==> config.mk <==
export PLATFORM = sky130hd
export DESIGN_NAME = i2c_reg_master
export DESIGN_NICKNAME = d
export VERILOG_FILES = /design/src/rtl/i2c_rm_pkg.sv /design/src/rtl/i2c_rm_phase.sv /design/src/rtl/i2c_rm_wave.sv /design/src/rtl/i2c_reg_master.sv
export SDC_FILE = /design/constraint.sdc
export NUM_CORES = 1
export LEC_CHECK = 0
export BUFFER_PORTS_ARGS = -buffer_cell sky130_fd_sc_hd__clkbuf_2
export CAP_MARGIN = 20
export CELL_PAD_IN_SITES_DETAIL_PLACEMENT = 1
export CELL_PAD_IN_SITES_GLOBAL_PLACEMENT = 1
export CORE_MARGIN = 10
export CORE_UTILIZATION = 40
export CTS_BUF_LIST = sky130_fd_sc_hd__clkbuf_16
export CTS_CLUSTER_DIAMETER = 80
export DETAILED_ROUTE_END_ITERATION = 10
export GPL_ROUTABILITY_DRIVEN = 0
export PLACE_DENSITY_LB_ADDON = 0.1
export SLEW_MARGIN = 20
export SYNTH_ARGS = -nofsm -noshare
export SYNTH_HDL_FRONTEND = slang
export SYNTH_HIERARCHICAL = 1
export SYNTH_SLANG_ARGS = --single-unit
==> constraint.sdc <==
create_clock -name clk -period 3.1 [get_ports clk]
set_input_delay 0.155 -clock clk [delete_from_list [all_inputs] [get_ports clk]]
set_output_delay 0.155 -clock clk [all_outputs]
set_load 0.1 [all_outputs]
==> src/rtl/i2c_rm_pkg.sv <==
package i2c_rm_pkg;
  typedef enum logic [1:0] {WAVE_IDLE, WAVE_START, WAVE_BIT, WAVE_STOP} wave_e;
  typedef enum logic [2:0] {ST_IDLE, ST_START, ST_SEND, ST_RECV, ST_STOP} state_e;
  typedef enum logic [2:0] {SEG_DEV_W, SEG_REG_HI, SEG_REG_LO, SEG_DATA, SEG_DEV_R} seg_e;
endpackage

==> src/rtl/i2c_rm_phase.sv <==
// Quarter-bit timebase: tick closes each quarter of DIV clocks.
module i2c_rm_phase #(
  parameter int DIV = 8
) (
  input  logic       clk,
  input  logic       rst,
  input  logic       run,
  output logic       tick,
  output logic [1:0] quarter
);
  localparam int CW = (DIV > 1) ? $clog2(DIV) : 1;
  localparam logic [CW-1:0] LAST = CW'(DIV - 1);

  logic [CW-1:0] cnt;

  assign tick = run && (cnt == LAST);

  always_ff @(posedge clk) begin
    if (rst || !run) begin
      cnt     <= '0;
      quarter <= 2'd0;
    end else if (tick) begin
      cnt     <= '0;
      quarter <= quarter + 2'd1;
    end else begin
      cnt <= cnt + 1'b1;
    end
  end
endmodule

==> src/rtl/i2c_rm_wave.sv <==
// Maps slot shape and quarter onto registered open-drain enables.
module i2c_rm_wave
  import i2c_rm_pkg::*;
(
  input  logic       clk,
  input  logic       rst,
  input  wave_e      shape,
  input  logic [1:0] quarter,
  input  logic       level,
  output logic       scl_oe,
  output logic       sda_oe
);
  logic scl_n, sda_n, scl_up;

  assign scl_up = (quarter == 2'd1) || (quarter == 2'd2);

  always_comb begin
    scl_n = 1'b0;
    sda_n = 1'b0;
    case (shape)
      WAVE_START: begin
        scl_n = !scl_up;
        sda_n = quarter[1];        // SDA falls in the second high quarter
      end
      WAVE_BIT: begin
        scl_n = !scl_up;
        sda_n = !level;
      end
      WAVE_STOP: begin
        scl_n = (quarter == 2'd0);
        sda_n = !quarter[1];       // SDA rises while SCL stays high
      end
      default: begin
        scl_n = 1'b0;
        sda_n = 1'b0;
      end
    endcase
  end

  always_ff @(posedge clk) begin
    if (rst) begin
      scl_oe <= 1'b0;
      sda_oe <= 1'b0;
    end else begin
      scl_oe <= scl_n;
      sda_oe <= sda_n;
    end
  end
endmodule

==> src/rtl/i2c_reg_master.sv <==
module i2c_reg_master
  import i2c_rm_pkg::*;
#(
  parameter int DIV       = 8,
  parameter int MAX_BYTES = 4,
  localparam int LW = $clog2(MAX_BYTES + 1),
  localparam int IW = (MAX_BYTES > 1) ? $clog2(MAX_BYTES) : 1,
  localparam int WW = 8 * MAX_BYTES
) (
  input  logic          clk,
  input  logic          rst,
  input  logic          cmd_go,
  input  logic          cmd_read,
  input  logic          cmd_addr2,
  input  logic [6:0]    cmd_dev,
  input  logic [15:0]   cmd_reg,
  input  logic [LW-1:0] cmd_len,
  input  logic [WW-1:0] cmd_wdata,
  input  logic          sda_in,
  output logic          scl_oe,
  output logic          sda_oe,
  output logic          busy,
  output logic          done,
  output logic          ack_err,
  output logic [7:0]    rd_data
);
  state_e         st;
  seg_e           seg;
  logic [3:0]     bitn;
  logic [7:0]     shreg;
  logic [IW-1:0]  idx, idx_nxt, last_q, len_last;
  logic [6:0]     dev_q;
  logic [15:0]    reg_q;
  logic           addr2_q, rd_q, ack_hi;
  logic [WW-1:0]  wbuf;
  logic           tick, mid, slot_end;
  logic [1:0]     quarter;
  wave_e          shape;
  logic           level;

  i2c_rm_phase #(.DIV(DIV)) u_phase (
    .clk(clk), .rst(rst), .run(busy), .tick(tick), .quarter(quarter)
  );

  assign mid      = tick && (quarter == 2'd2);
  assign slot_end = tick && (quarter == 2'd3);
  assign busy     = (st != ST_IDLE);
  assign idx_nxt  = idx + 1'b1;

  // Clamp the requested byte count to 1..MAX_BYTES, expressed as last index.
  always_comb begin
    if (cmd_len == '0)
      len_last = '0;
    else if (cmd_len > LW'(MAX_BYTES))
      len_last = IW'(MAX_BYTES - 1);
    else
      len_last = IW'(cmd_len - 1'b1);
  end

  always_comb begin
    case (st)
      ST_START: shape = WAVE_START;
      ST_SEND,
      ST_RECV:  shape = WAVE_BIT;
      ST_STOP:  shape = WAVE_STOP;
      default:  shape = WAVE_IDLE;
    endcase
    level = (st == ST_SEND && bitn != 4'd8) ? shreg[7] : 1'b1;
  end

  i2c_rm_wave u_wave (
    .clk(clk), .rst(rst), .shape(shape), .quarter(quarter), .level(level),
    .scl_oe(scl_oe), .sda_oe(sda_oe)
  );

  always_ff @(posedge clk) begin
    if (rst) begin
      st      <= ST_IDLE;
      seg     <= SEG_DEV_W;
      bitn    <= 4'd0;
      shreg   <= 8'h00;
      idx     <= '0;
      last_q  <= '0;
      dev_q   <= 7'h00;
      reg_q   <= 16'h0000;
      addr2_q <= 1'b0;
      rd_q    <= 1'b0;
      ack_hi  <= 1'b0;
      wbuf    <= '0;
      done    <= 1'b0;
      ack_err <= 1'b0;
      rd_data <= 8'h00;
    end else begin
      done <= 1'b0;
      case (st)
        ST_IDLE: begin
          if (cmd_go) begin
            dev_q   <= cmd_dev;
            reg_q   <= cmd_reg;
            addr2_q <= cmd_addr2;
            rd_q    <= cmd_read;
            wbuf    <= cmd_wdata;
            last_q  <= len_last;
            ack_err <= 1'b0;
            seg     <= SEG_DEV_W;
            st      <= ST_START;
          end
        end
        ST_START: begin
          if (slot_end) begin
            st    <= ST_SEND;
            bitn  <= 4'd0;
            shreg <= {dev_q, (seg == SEG_DEV_R)};
          end
        end
        ST_SEND: begin
          if (mid && bitn == 4'd8) ack_hi <= sda_in;
          if (slot_end) begin
            if (bitn != 4'd8) begin
              bitn  <= bitn + 4'd1;
              shreg <= {shreg[6:0], 1'b0};
            end else if (ack_hi) begin
              ack_err <= 1'b1;
              st      <= ST_STOP;
            end else begin
              bitn <= 4'd0;
              case (seg)
                SEG_DEV_W: begin
                  seg   <= addr2_q ? SEG_REG_HI : SEG_REG_LO;
                  shreg <= addr2_q ? reg_q[15:8] : reg_q[7:0];
                end
                SEG_REG_HI: begin
                  seg   <= SEG_REG_LO;
                  shreg <= reg_q[7:0];
                end
                SEG_REG_LO: begin
                  if (rd_q) begin
                    seg <= SEG_DEV_R;
                    st  <= ST_START;     // repeated start
                  end else begin
                    seg   <= SEG_DATA;
                    idx   <= '0;
                    shreg <= wbuf[7:0];
                  end
                end
                SEG_DATA: begin
                  if (idx == last_q) begin
                    st <= ST_STOP;
                  end else begin
                    idx   <= idx_nxt;
                    shreg <= wbuf[idx_nxt*8 +: 8];
                  end
                end
                SEG_DEV_R: st <= ST_RECV;
                default:   st <= ST_STOP;
              endcase
            end
          end
        end
        ST_RECV: begin
          if (mid && bitn != 4'd8) shreg <= {shreg[6:0], sda_in};
          if (slot_end) begin
            if (bitn != 4'd8) begin
              bitn <= bitn + 4'd1;
            end else begin
              rd_data <= shreg;          // ninth slot was the master NACK
              st      <= ST_STOP;
            end
          end
        end
        ST_STOP: begin
          if (slot_end) begin
            st   <= ST_IDLE;
            done <= 1'b1;
          end
        end
        default: st <= ST_IDLE;
      endcase
    end
  end
endmodule

# Yosys cells after proc, flatten, opt, wreduce, memory -nomap -nowiden
# Cells that the tools add are included.
op_classes:
  add_sub_neg: 5
  magnitude_cmp: 1
  eq_ne: 39
  shifts: 1
  n_mux: 52
  bitwise_logic: 3
  reduce_logical: 34
ops:
  columns: ["cell", "count"]
  rows:
  - ["2-to-1 mux 8 bit", 8]
  - ["2-to-1 mux 3 bit", 15]
  - ["case mux 8 bit (4 select lines)", 1]
  - ["variable part select 32 x 6 -> 8 bit", 1]
  - ["!= test 2 bit, second input constant", 13]
  - ["2-to-1 mux 4 bit", 6]
  - ["case mux 8 bit (3 select lines)", 1]
  - ["!= test 4 bit, second input constant", 5]
  - ["case mux 3 bit (5 select lines)", 1]
  - ["== test 3 x 2 -> 1 bit, second input constant", 4]
  - ["case mux 3 bit (4 select lines)", 1]
  - ["case mux 4 bit (3 select lines)", 1]
  - ["AND reduction 6 bit", 2]
  - ["2-to-1 mux 2 bit", 5]
  - ["AND reduction 10 bit", 1]
  - ["OR reduction 2 bit", 5]
  - ["== test 3 bit, second input constant", 3]
  - ["logical NOT 3 bit", 3]
  - ["case mux 3 bit (3 select lines)", 1]
  - ["== test 2 bit, second input constant", 4]
  - ["AND reduction 8 bit", 1]
  - ["AND reduction 7 bit", 1]
  - ["== test 3 x 1 -> 1 bit, second input constant", 2]
  - ["logical AND 1 bit", 6]
  - ["other kinds (27)", 44]
word_totals:
  ff_bits: 97
  inputBits: 64
  elab_cells: 154

# Logic depth before layout (Yosys ltp)
# Gate-level depths: netlist (run 1).
depth:
  word_depth: 8
  ltp_mapped: 10
  mapped_depth_nobuf: 8

# Hierarchy
# The synthesis (run 1) kept the hierarchy.
by_module_without_submodules:
  columns: ["mod", "instances", "cells_per_inst", "area_per_inst_um2", "seq_area_each_um2"]
  rows:
  - ["i2c_reg_master", 1, 553, 4436.8, 1801.7]
  - ["i2c_rm_phase", 1, 18, 215.2, 100.1]
  - ["i2c_rm_wave", 1, 17, 163.9, 40.0]

# Worst setup path after synthesis (run 1)
# No wires, ideal clock.
synth_path:
  kind: "flip-flop to flip-flop"
  from: "register st[2]"
  to: "register idx[1]"
  setup_ps: 70
  arrival_time_ps: 3020
  t_required_ps: 3030
  setup_slack_ps: 9
  path_stages_with_launch: 9
  period_less_slack_ps: 3091
  cell_sequence: "dfxtp_1 > clkbuf_1 > or3_1 > and2_1 > and3_1 > nand4_1 > a211o_1 > or4_1 > a21oi_1"
synth_via:
  elab_chain_cells: 4
  elab_cells_between_ends: 5
  classes_between: "1 x eq/ne; 4 x reduce/logical"
synth_rtl:
  columns: ["item", "line_no", "source"]
  rows:
  - ["start: declaration", "i2c_reg_master.sv:27", "state_e st;"]
  - ["start signal: assignment", "i2c_reg_master.sv:78", "st <= ST_IDLE;"]
  - ["start signal: assignment", "i2c_reg_master.sv:106", "st <= ST_START;"]
  - ["start signal: assignment", "i2c_reg_master.sv:111", "st <= ST_SEND;"]
  - ["nonzero test 3 bit", "i2c_reg_master.sv:47", "assign busy = (st != ST_IDLE);"]
  - ["via busy", "i2c_reg_master.sv:22", "output logic busy,"]
  - ["logical AND 1 bit", "i2c_rm_phase.sv:16", "assign tick = run && (cnt == LAST);"]
  - ["via tick", "i2c_reg_master.sv:36", "logic tick, mid, slot_end;"]
  - ["logical AND 1 bit", "i2c_reg_master.sv:46", "assign slot_end = tick && (quarter == 2'd3);"]
  - ["AND reduction 7 bit (no line)", null, null]
  - ["end signal: assignment", "i2c_reg_master.sv:150", "idx <= idx_nxt;"]
  - ["end: declaration", "i2c_reg_master.sv:31", "logic [IW-1:0] idx, idx_nxt, last_q, len_last;"]
# The timed path passes the listed nets, and every way through them passes these cells.
# A chain may end at the register's enable or synchronous reset.

# Final worst setup path (run 1)
layout_path:
  from: "register st[0]"
  to: "register bitn[3]"
layout_via:
  elab_chain_cells: 5
  elab_cells_between_ends: 14
  classes_between: "8 x eq/ne; 1 x mux; 5 x reduce/logical"
layout_rtl:
  columns: ["item", "line_no", "source"]
  rows:
  - ["nonzero test 3 bit *", "i2c_reg_master.sv:47", null]
  - ["logical AND 1 bit *", "i2c_rm_phase.sv:16", null]
  - ["via tick", "i2c_reg_master.sv:36", null]
  - ["logical AND 1 bit *", "i2c_reg_master.sv:46", null]
  - ["!= test 2 bit (no line)", null, null]
  - ["AND reduction 6 bit (no line) *", null, null]
  - ["end signal: assignment", "i2c_reg_master.sv:120", "bitn <= bitn + 4'd1;"]
  - ["end signal: assignment", "i2c_reg_master.sv:164", "bitn <= bitn + 4'd1;"]
  - ["end: declaration", "i2c_reg_master.sv:29", "logic [3:0] bitn;"]
# Mark *: on every way through the listed nets, which the timed path passes. The rest lies on a longest branch.

==> reports/results.md, run 1 <==
| Step | Metric | Value |
|---|---|---|
| setup path | Start point of the critical path | st[0]$_SDFFE_PP0P_ |
| die | Die Y | 130 µm |
| drt | Detailed-route wire length per cell | 17.9 µm |
| drt | Drt drc | 0 |
| place | Count of buffers inserted at the top-level ports | 76 |
| drt | Violation count after the first detailed-routing iteration | 287 |
| cts | Sinks on the clock net | 97 |
| setup path | Worst Setup Start Kind | flip-flop |
| timing | Part of the cycle the worst path needs | 0.849 |
| drt | Total via count in the routed design | 4308 |
| setup path | Class of the most critical setup path | flip-flop to flip-flop |
| die | Initial cell density of the core | 0.404 |
| worst hold path | Source of the worst hold timing path | cmd_reg[11] |
| drt | TritonRoute pass-1 iters | 4 |
| cts | Clock H-tree levels | 3 |
| layout | Number of nets in the finished design | 715 |
| die | I/O pin cnt | 77 |
| timing | Setup repair after global routing missed its margin | no |
| cts | Hold buffer count at cts | 0 |
| synthesis | Part of the Yosys area used for sequential elements | 0.403 |
| timing | Slew @ Worst Pin | 0.905 ns |
| run status | Run status | finished, final reports clean |
| drt | Via density | 5.44 |
| cts | CTS root buffer | clkbuf_16 |
| power | Sequential share of power | 0.405 |
| timing | Slew Limit Headroom | 0.397 |
| drt | Antenna Violating Nets Remaining | 0 |
| drt | Detailed-route wire length | 14200 µm |
| setup path | Worst EP required | 3.34 ns |
| setup path | R2R Path End | bitn[3]$_SDFFE_PP0P_ |
| power | Internal power summed over all cells | 2.48 mW |
| grt | GR Util All Layers | 0.175 |
| synthesis | Top flip-flop cell by instance count after synthesis | dfxtp_1 |
| power | Power, Total | 4.00 mW |
| grt | First-pass GRT wire length | 23400 µm |
| cts | Post-CTS repair timing setup buffer count | 0 |
| layout | Count of inserted antenna diode cells | 0 |
| place | Cell area after placement | 5250 µm² |
| power | Switch share | 0.381 |
| setup path | Critical path endpoint category | flip-flop |
| synthesis | Share of async-settable or async-resettable flops after synthesis | 0 |
| synthesis | Synthesized area per cell | 8.19 µm² |
| synthesis | Number of synthesized flops with an enable pin | 0 |
| power | Leakage Power | 2.10 nW |
| timing | Final number of setup-violating endpoints | 0 |
| place | Setup WS pre-CTS | 0.527 ns |
| timing | Post-layout worst setup margin | 0.469 ns |
| synthesis | Yosys cell types | 67 |
| setup path | Critical path destination | bitn[3]$_SDFFE_PP0P_ |
| timing | Final-report hold violation count | 0 |
| power | Power density cells | 725 nW/µm² |
| timing | FMAX | 380 MHz |
| grt | Pin count of the biggest net entering global routing | 59 |
| cts | Quantity of gates resized following cts | 0 |
| timing | Worst clock skew | 0.00683 ns |
| grt | Initial antenna violation count | 0 |
| worst hold path | Class of the tightest hold or removal check | input pin to flip-flop |
| power | Clk pwr share | 0.273 |
| cts | Num CTS Buffers | 9 |
| grt | Via count of the first global-routing pass | 4639 |
| cts | Clock tree from TritonCTS | built |
| layout | Final Instance Area | 5530 µm² |
| synthesis | Synthesis Warnings | 6 |
| flow run | Max cap viols | 0 |
| synthesis | Mapped Area | 4820 µm² |
| die | Core region area | 11900 µm² |
| die | Width of the die | 130 µm |
| timing | Setup TNS | 0 ns |
| setup path | Data arrival time of the worst path | 2.87 ns |
| setup path | Largest fanout of any net on the critical path | 16 |
| setup path | Reg-to-reg critical path startpoint | st[0]$_SDFFE_PP0P_ |
| cts | Clock Latency Late Sink | 0.36 ns |
| power | Switching Power | 1.52 mW |
| cts | Clock transition at path regs | 0.07 ns |
| synthesis | Synthesized net count | 662 |
| cts | Number of buffers between clock root and the deepest sink | 2 |
| setup path | R2r setup slk | 0.47 ns |
| layout | Fraction of layout instances using a drive strength above 1 | 0.181 |
| synthesis | Count of mapped cells out of synthesis | 588 |
| grt | Total overflow reported by the global router | 0 |
| setup path | Count of cells along the worst register-to-register path | 6 |
| place | HPWL Detailed | 10300 µm |
| timing | Hold slack final | 0.0107 ns |
| layout | Layout-stage area growth over the synthesis result | 14.7% |
| die | Floorplan row count | 40 |
| power | Worst voltage drop across the vdd grid | 0.248 mV |
| timing | Final critical path time including I/O delays and setup | 2.63 ns |
| timing | Max Transition Viols Final | 0 |
| synthesis | Yosys reg bits | 97 |
| die | DIE AREA | 16800 µm² |
| power | Share of power burned in combinational logic | 0.322 |
-- cell type report --
cell class	count	area, µm²
Inverter	24	90.1
Timing Repair Buffer	84	453
Clock inverter	6	52.6
Tap cell	147	184
Fill cell	1454	6390
Clock buffer	9	225
Sequential cell	97	1940
Multi-Input combinational cell	425	2580
-- placed cells by master (no fill, tap or decap), types with 3 or more instances in the layout --
cell type	count
a2111oi_0	6
a211oi_1	7
a21oi_1	74
a31o_2	3
buf_4	7
clkbuf_16	9
clkbuf_2	75
dfxtp_1	97
ha_1	10
inv_1	25
mux2i_1	24
mux4_2	5
nand2_1	135
nand2b_1	8
nand3_1	6
nand3b_1	5
nor2_1	35
nor2b_1	5
nor3_1	16
nor3b_1	6
nor4_1	3
o211ai_1	3
o21ai_0	11
o221ai_1	6
o22ai_1	6
-- worst max-delay path, cell delays in order, from the launching register on --
cell and delay (ns):
dfxtp_1 0.73, or3_1 0.29, and2_1 0.20, nand3_1 0.30, nor4_4 0.51, o21ai_0 0.19
a32o_1 0.30
-- routing by layer --
layer	global-route usage	vias to the layer above	share of wire
met5	0	-	0
met4	0.0721	0	0.020
met3	0.0422	21	0.038
met2	0.294	77	0.49
met1	0.209	2068	0.45
li1	-	2142	-
-- logic make-up (layout without fill, tap and decap cells) --
| logic type | count (synthesis) | after routing | share of synthesized area |
|---|---|---|---|
| compound gates | 140 | 140 | 0.183 |
| xor+xnor | 4 | 4 | 0.00884 |
| fa+ha+maj | 11 | 11 | 0.0281 |
| buf+inv | 66 | 123 | 0.0629 |
| flops | 97 | 97 | 0.403 |
| mux | 30 | 30 | 0.0787 |
| simple gates | 240 | 240 | 0.235 |
-- cells in the mapped netlist, drive strengths merged (2+ instances only) --
master / number / area (µm²)
nand2: 136 / 518
dfxtp: 97 / 1940
a21oi: 75 / 379
nor2: 36 / 135
clkbuf: 25 / 93.8
inv: 24 / 90.1
mux2i: 24 / 240
buf: 17 / 119
nor3: 16 / 80.1
o21ai: 12 / 60.1
ha: 10 / 125
nand2b: 9 / 63.8
a211oi: 8 / 65.1
o221ai: 7 / 67.6
a2111oi: 6 / 52.6
mux4: 6 / 139
nand3: 6 / 30.0
nor3b: 6 / 45.0
o22ai: 6 / 37.5
nand3b: 5 / 37.5
nor2b: 5 / 31.3
nor4: 5 / 61.3
a31o: 3 / 26.3
o211ai: 3 / 22.5
a32oi: 2 / 17.5
and2: 2 / 12.5
and3: 2 / 12.5
nor4b: 2 / 32.5
o21a: 2 / 15.0
o31ai: 2 / 15.0
or2: 2 / 12.5
or3: 2 / 12.5
or4: 2 / 15.0
xnor2: 2 / 17.5
xor2: 2 / 25.0
-- stage by stage --
stage	instances	utilization
6_report	792	0.464
5_1_grt	792	0.464
4_1_cts	792	0.464
3_5_place_dp	777	0.441
3_3_place_gp	777	0.441
2_1_floorplan	588	-
-- worst min-delay path by stage --
stage                          endpoint  slack (ns)  cells after the start
6_report         reg_q[11]$_SDFFE_PP0P_        0.01                      3
5_1_grt          reg_q[11]$_SDFFE_PP0P_        0.02                      3
4_1_cts           wbuf[12]$_SDFFE_PP0P_        0.01                      3
3_5_place_dp       addr2_q$_SDFFE_PP0P_        0.39                      3
3_3_place_gp     reg_q[11]$_SDFFE_PP0P_        0.38                      3
2_1_floorplan  u_wave/sda_oe$_SDFF_PP0_        0.22                      1
-- registers in the layout, summed over array words and instances (netlist names) --
signal	cells
u_phase/quarter	2
done	1
u_wave/scl_oe	1
addr2_q	1
u_phase/cnt	3
rd_q	1
shreg	8
ack_hi	1
reg_q	16
u_wave/sda_oe	1
rd_data	8
bitn	4
idx	2
last_q	2
seg	3
ack_err	1
dev_q	7
wbuf	32
st	3
-- power by group through the flow --
stage	combinational, mW	clock [mW]	sequential (mW)
after CTS	1.31	1.12	1.62
after detailed placement	1.30	0	1.65
after floorplan	0.984	0	1.59
after global placement	1.26	0	1.64
final	1.29	1.09	1.62
after global routing	1.44	1.17	1.65
Note: power is estimated with default switching activity, not from simulation.
==> inputs of run 2 (changes only) <==
--- a/config.mk
+++ b/config.mk
@@ -10,7 +10,7 @@
 export CELL_PAD_IN_SITES_DETAIL_PLACEMENT = 1
 export CELL_PAD_IN_SITES_GLOBAL_PLACEMENT = 1
 export CORE_MARGIN = 10
-export CORE_UTILIZATION = 40
+export CORE_UTILIZATION = 38
 export CTS_BUF_LIST = sky130_fd_sc_hd__clkbuf_16
 export CTS_CLUSTER_DIAMETER = 80
 export DETAILED_ROUTE_END_ITERATION = 10
==> constraint.sdc (replaced) <==
create_clock -name clk -period 2.3 [get_ports clk]
set_input_delay 0.115 -clock clk [delete_from_list [all_inputs] [get_ports clk]]
set_output_delay 0.115 -clock clk [all_outputs]
set_load 0.1 [all_outputs]
==> run 2 against run 1 <==
Compared with the run above:
- sequential power is 33% higher
- fmax increased by 25%
- worst hold slack worse by 0.0081 ns
==> reports/results.md, run 2 (same netlist as run 1, synthesis figures left out) <==
| Step | Metric | Value | vs previous |
|---|---|---|---|
| die | Width of the die | 133 µm | +2.2% |
| setup path | Worst EP required | 2.52 ns | -0.82 ns |
| timing | Max Transition Viols Final | 0 | unchanged |
| layout | Fraction of layout instances using a drive strength above 1 | 0.208 | +0.0265 |
| layout | Layout-stage area growth over the synthesis result | 28.4% |  |
| place | HPWL Detailed | 10800 µm | +5.4% |
| power | Leakage Power | 2.38 nW | +13% |
| layout | Final Instance Area | 6180 µm² | +12% |
| setup path | Largest fanout of any net on the critical path | 16 | unchanged |
| layout | Count of inserted antenna diode cells | 0 | unchanged |
| die | Core region area | 12500 µm² | +5.1% |
| die | Floorplan row count | 41 | +2.5% |
| power | Worst voltage drop across the vdd grid | 0.341 mV | +38% |
| grt | First-pass GRT wire length | 24600 µm | +5.3% |
| drt | Via density | 5.16 | -5.2% |
| timing | Slew Limit Headroom | 0.604 | +0.207 |
| flow run | Max cap viols | 0 | unchanged |
| cts | Num CTS Buffers | 9 | unchanged |
| cts | Clock transition at path regs | 0.06 ns | about the same |
| timing | Worst clock skew | 0.00729 ns | +0.000461 ns |
| drt | Drt drc | 0 | unchanged |
| grt | Initial antenna violation count | 0 | unchanged |
| place | Cell area after placement | 5430 µm² | +3.6% |
| drt | Detailed-route wire length per cell | 16.6 µm | -7.1% |
| layout | Number of nets in the finished design | 776 | +8.5% |
| die | I/O pin cnt | 77 | unchanged |
| setup path | Worst Setup Start Kind | flip-flop |  |
| die | DIE AREA | 17600 µm² | +4.4% |
| place | Number of instances in the placed design | 819 | +5.4% |
| timing | Slew @ Worst Pin | 0.594 ns | -0.311 ns |
| setup path | Data arrival time of the worst path | 2.33 ns | -0.54 ns |
| drt | Total via count in the routed design | 4533 | +5.2% |
| power | Power density cells | 897 nW/µm² | +24% |
| timing | Final-report hold violation count | 0 | unchanged |
| power | Power, Total | 5.54 mW | +38% |
| timing | Post-layout worst setup margin | 0.189 ns | -0.280 ns |
| setup path | Crit path cell chain | inv_1 -> ha_1 -> and3b_2 -> o31ai_1 -> o221ai_2 -> buf_4 -> nor4_1 -> nor3_1 |  |
| setup path | Critical-path top delay cell | dfxtp_1 |  |
| timing | Setup TNS | 0 ns | unchanged |
| cts | Clock Latency Late Sink | 0.35 ns | about the same |
| place | Setup WS pre-CTS | 0.121 ns | -0.406 ns |
| grt | GR Util All Layers | 0.169 | -0.00612 |
| timing | Setup repair after global routing missed its margin | no |  |
| timing | Part of the cycle the worst path needs | 0.918 | +0.0691 |
| timing | Final number of setup-violating endpoints | 0 | unchanged |
| cts | Number of buffers between clock root and the deepest sink | 2 | unchanged |
| cts | Post-CTS repair timing setup buffer count | 0 | unchanged |
| setup path | Critical path endpoint category | flip-flop |  |
| cts | Clock tree from TritonCTS | built |  |
| drt | Violation count after the first detailed-routing iteration | 157 | -45% |
| setup path | Class of the most critical setup path | flip-flop to flip-flop |  |
| drt | TritonRoute pass-1 iters | 4 | unchanged |
| layout | Commonest cells after routing, fill and taps aside | nand2_1, dfxtp_1, clkbuf_2 |  |
| timing | Final critical path time including I/O delays and setup | 2.11 ns | -0.520 ns |
| cts | Clock H-tree levels | 3 | unchanged |
| layout | Largest reg by FF count | wbuf |  |
| place | Count of buffers inserted at the top-level ports | 76 | unchanged |
| grt | Pin count of the biggest net entering global routing | 63 | +6.8% |
| die | Initial cell density of the core | 0.385 | -0.0196 |
| die | Die Y | 133 µm | +2.2% |
| setup path | Worst stage delay on the critical path | 0.40 ns | -0.33 ns |
| run status | Run status | finished, final reports clean |  |
| worst hold path | Class of the tightest hold or removal check | input pin to flip-flop |  |
| layout | Most common cell after layout, fill and taps aside | nand2_1 |  |
| layout | Max FFs per register | 32 | unchanged |
| drt | Detailed-route wire length | 14600 µm | +3.1% |
| cts | CTS root buffer | clkbuf_16 |  |
| timing | FMAX | 474 MHz | +25% |
| layout | Regs by FF count | wbuf: 32 flops, reg_q: 16 flops |  |
| layout | Number of standard cells in the final layout excluding fillers | 879 | +11% |
| cts | Sinks on the clock net | 97 | unchanged |
| grt | Via count of the first global-routing pass | 4866 | +4.9% |
| drt | Antenna Violating Nets Remaining | 0 | unchanged |
| grt | Total overflow reported by the global router | 0 | unchanged |
-- run 2: final timing paths --
path	startpoint	end	slack [ns]	cells after the start
worst min-delay path	cmd_dev[1]	dev_q[1]$_SDFFE_PP0P_	0.003	3
worst min register to register	u_phase/cnt[0]$_SDFF_PP0_	u_phase/cnt[0]$_SDFF_PP0_	0.43	1
worst max register to register	bitn[0]$_SDFFE_PP0P_	shreg[6]$_SDFFE_PP0P_	0.19	8
worst max-delay path	bitn[0]$_SDFFE_PP0P_	shreg[6]$_SDFFE_PP0P_	0.19	8
-- run 2: timing repair --
action                     in CTS  in global routing
hold endpoints to repair       44                  0
setup endpoints to repair       0                  5
resized for setup               0                  7
hold buffers                   44                  0
-- run 2: layout make-up --
type	instances	area [µm²]
timing repair buffer	145	1030
inverter	24	90.1
multi-input combinational	425	2610
fill	1556	6330
sequential	97	1950
tap	172	215
clock buffer	9	225
clock inverter	7	62.6
-- run 2: metal layers --
| layer | wire [µm] | share of wire | up-vias | global-route usage |
|---|---|---|---|---|
| li1 | - | - | 2273 | - |
| met1 | 6500 | 0.44 | 2187 | 0.201 |
| met2 | 7490 | 0.51 | 58 | 0.298 |
| met3 | 407 | 0.028 | 15 | 0.0295 |
| met4 | 210 | 0.014 | 0 | 0.0550 |
| met5 | 0 | 0 | - | 0 |
-- run 2: through the flow --
step           hold slack (ns)  utilization
2_1_floorplan            0.180            -
3_3_place_gp             0.338        0.434
3_5_place_dp             0.346        0.434
4_1_cts               0.000185        0.492
5_1_grt                 0.0103        0.494
6_report               0.00258        0.494
-- run 2: critical path, delay by kind of cell, from the launching register on --
| kind | cells | cell delay, ns |
|---|---|---|
| simple gates | 3 | 0.70 |
| fa+ha+maj | 1 | 0.20 |
| buf+inv | 2 | 0.26 |
| flops | 1 | 0.40 |
| compound gates | 2 | 0.41 |
-- run 2: power by group --
group | switching, mW | total (mW) | internal, mW
clock | 0.650 | 1.48 | 0.831
combinational | 1.21 | 1.91 | 0.700
sequential | 0.215 | 2.16 | 1.94
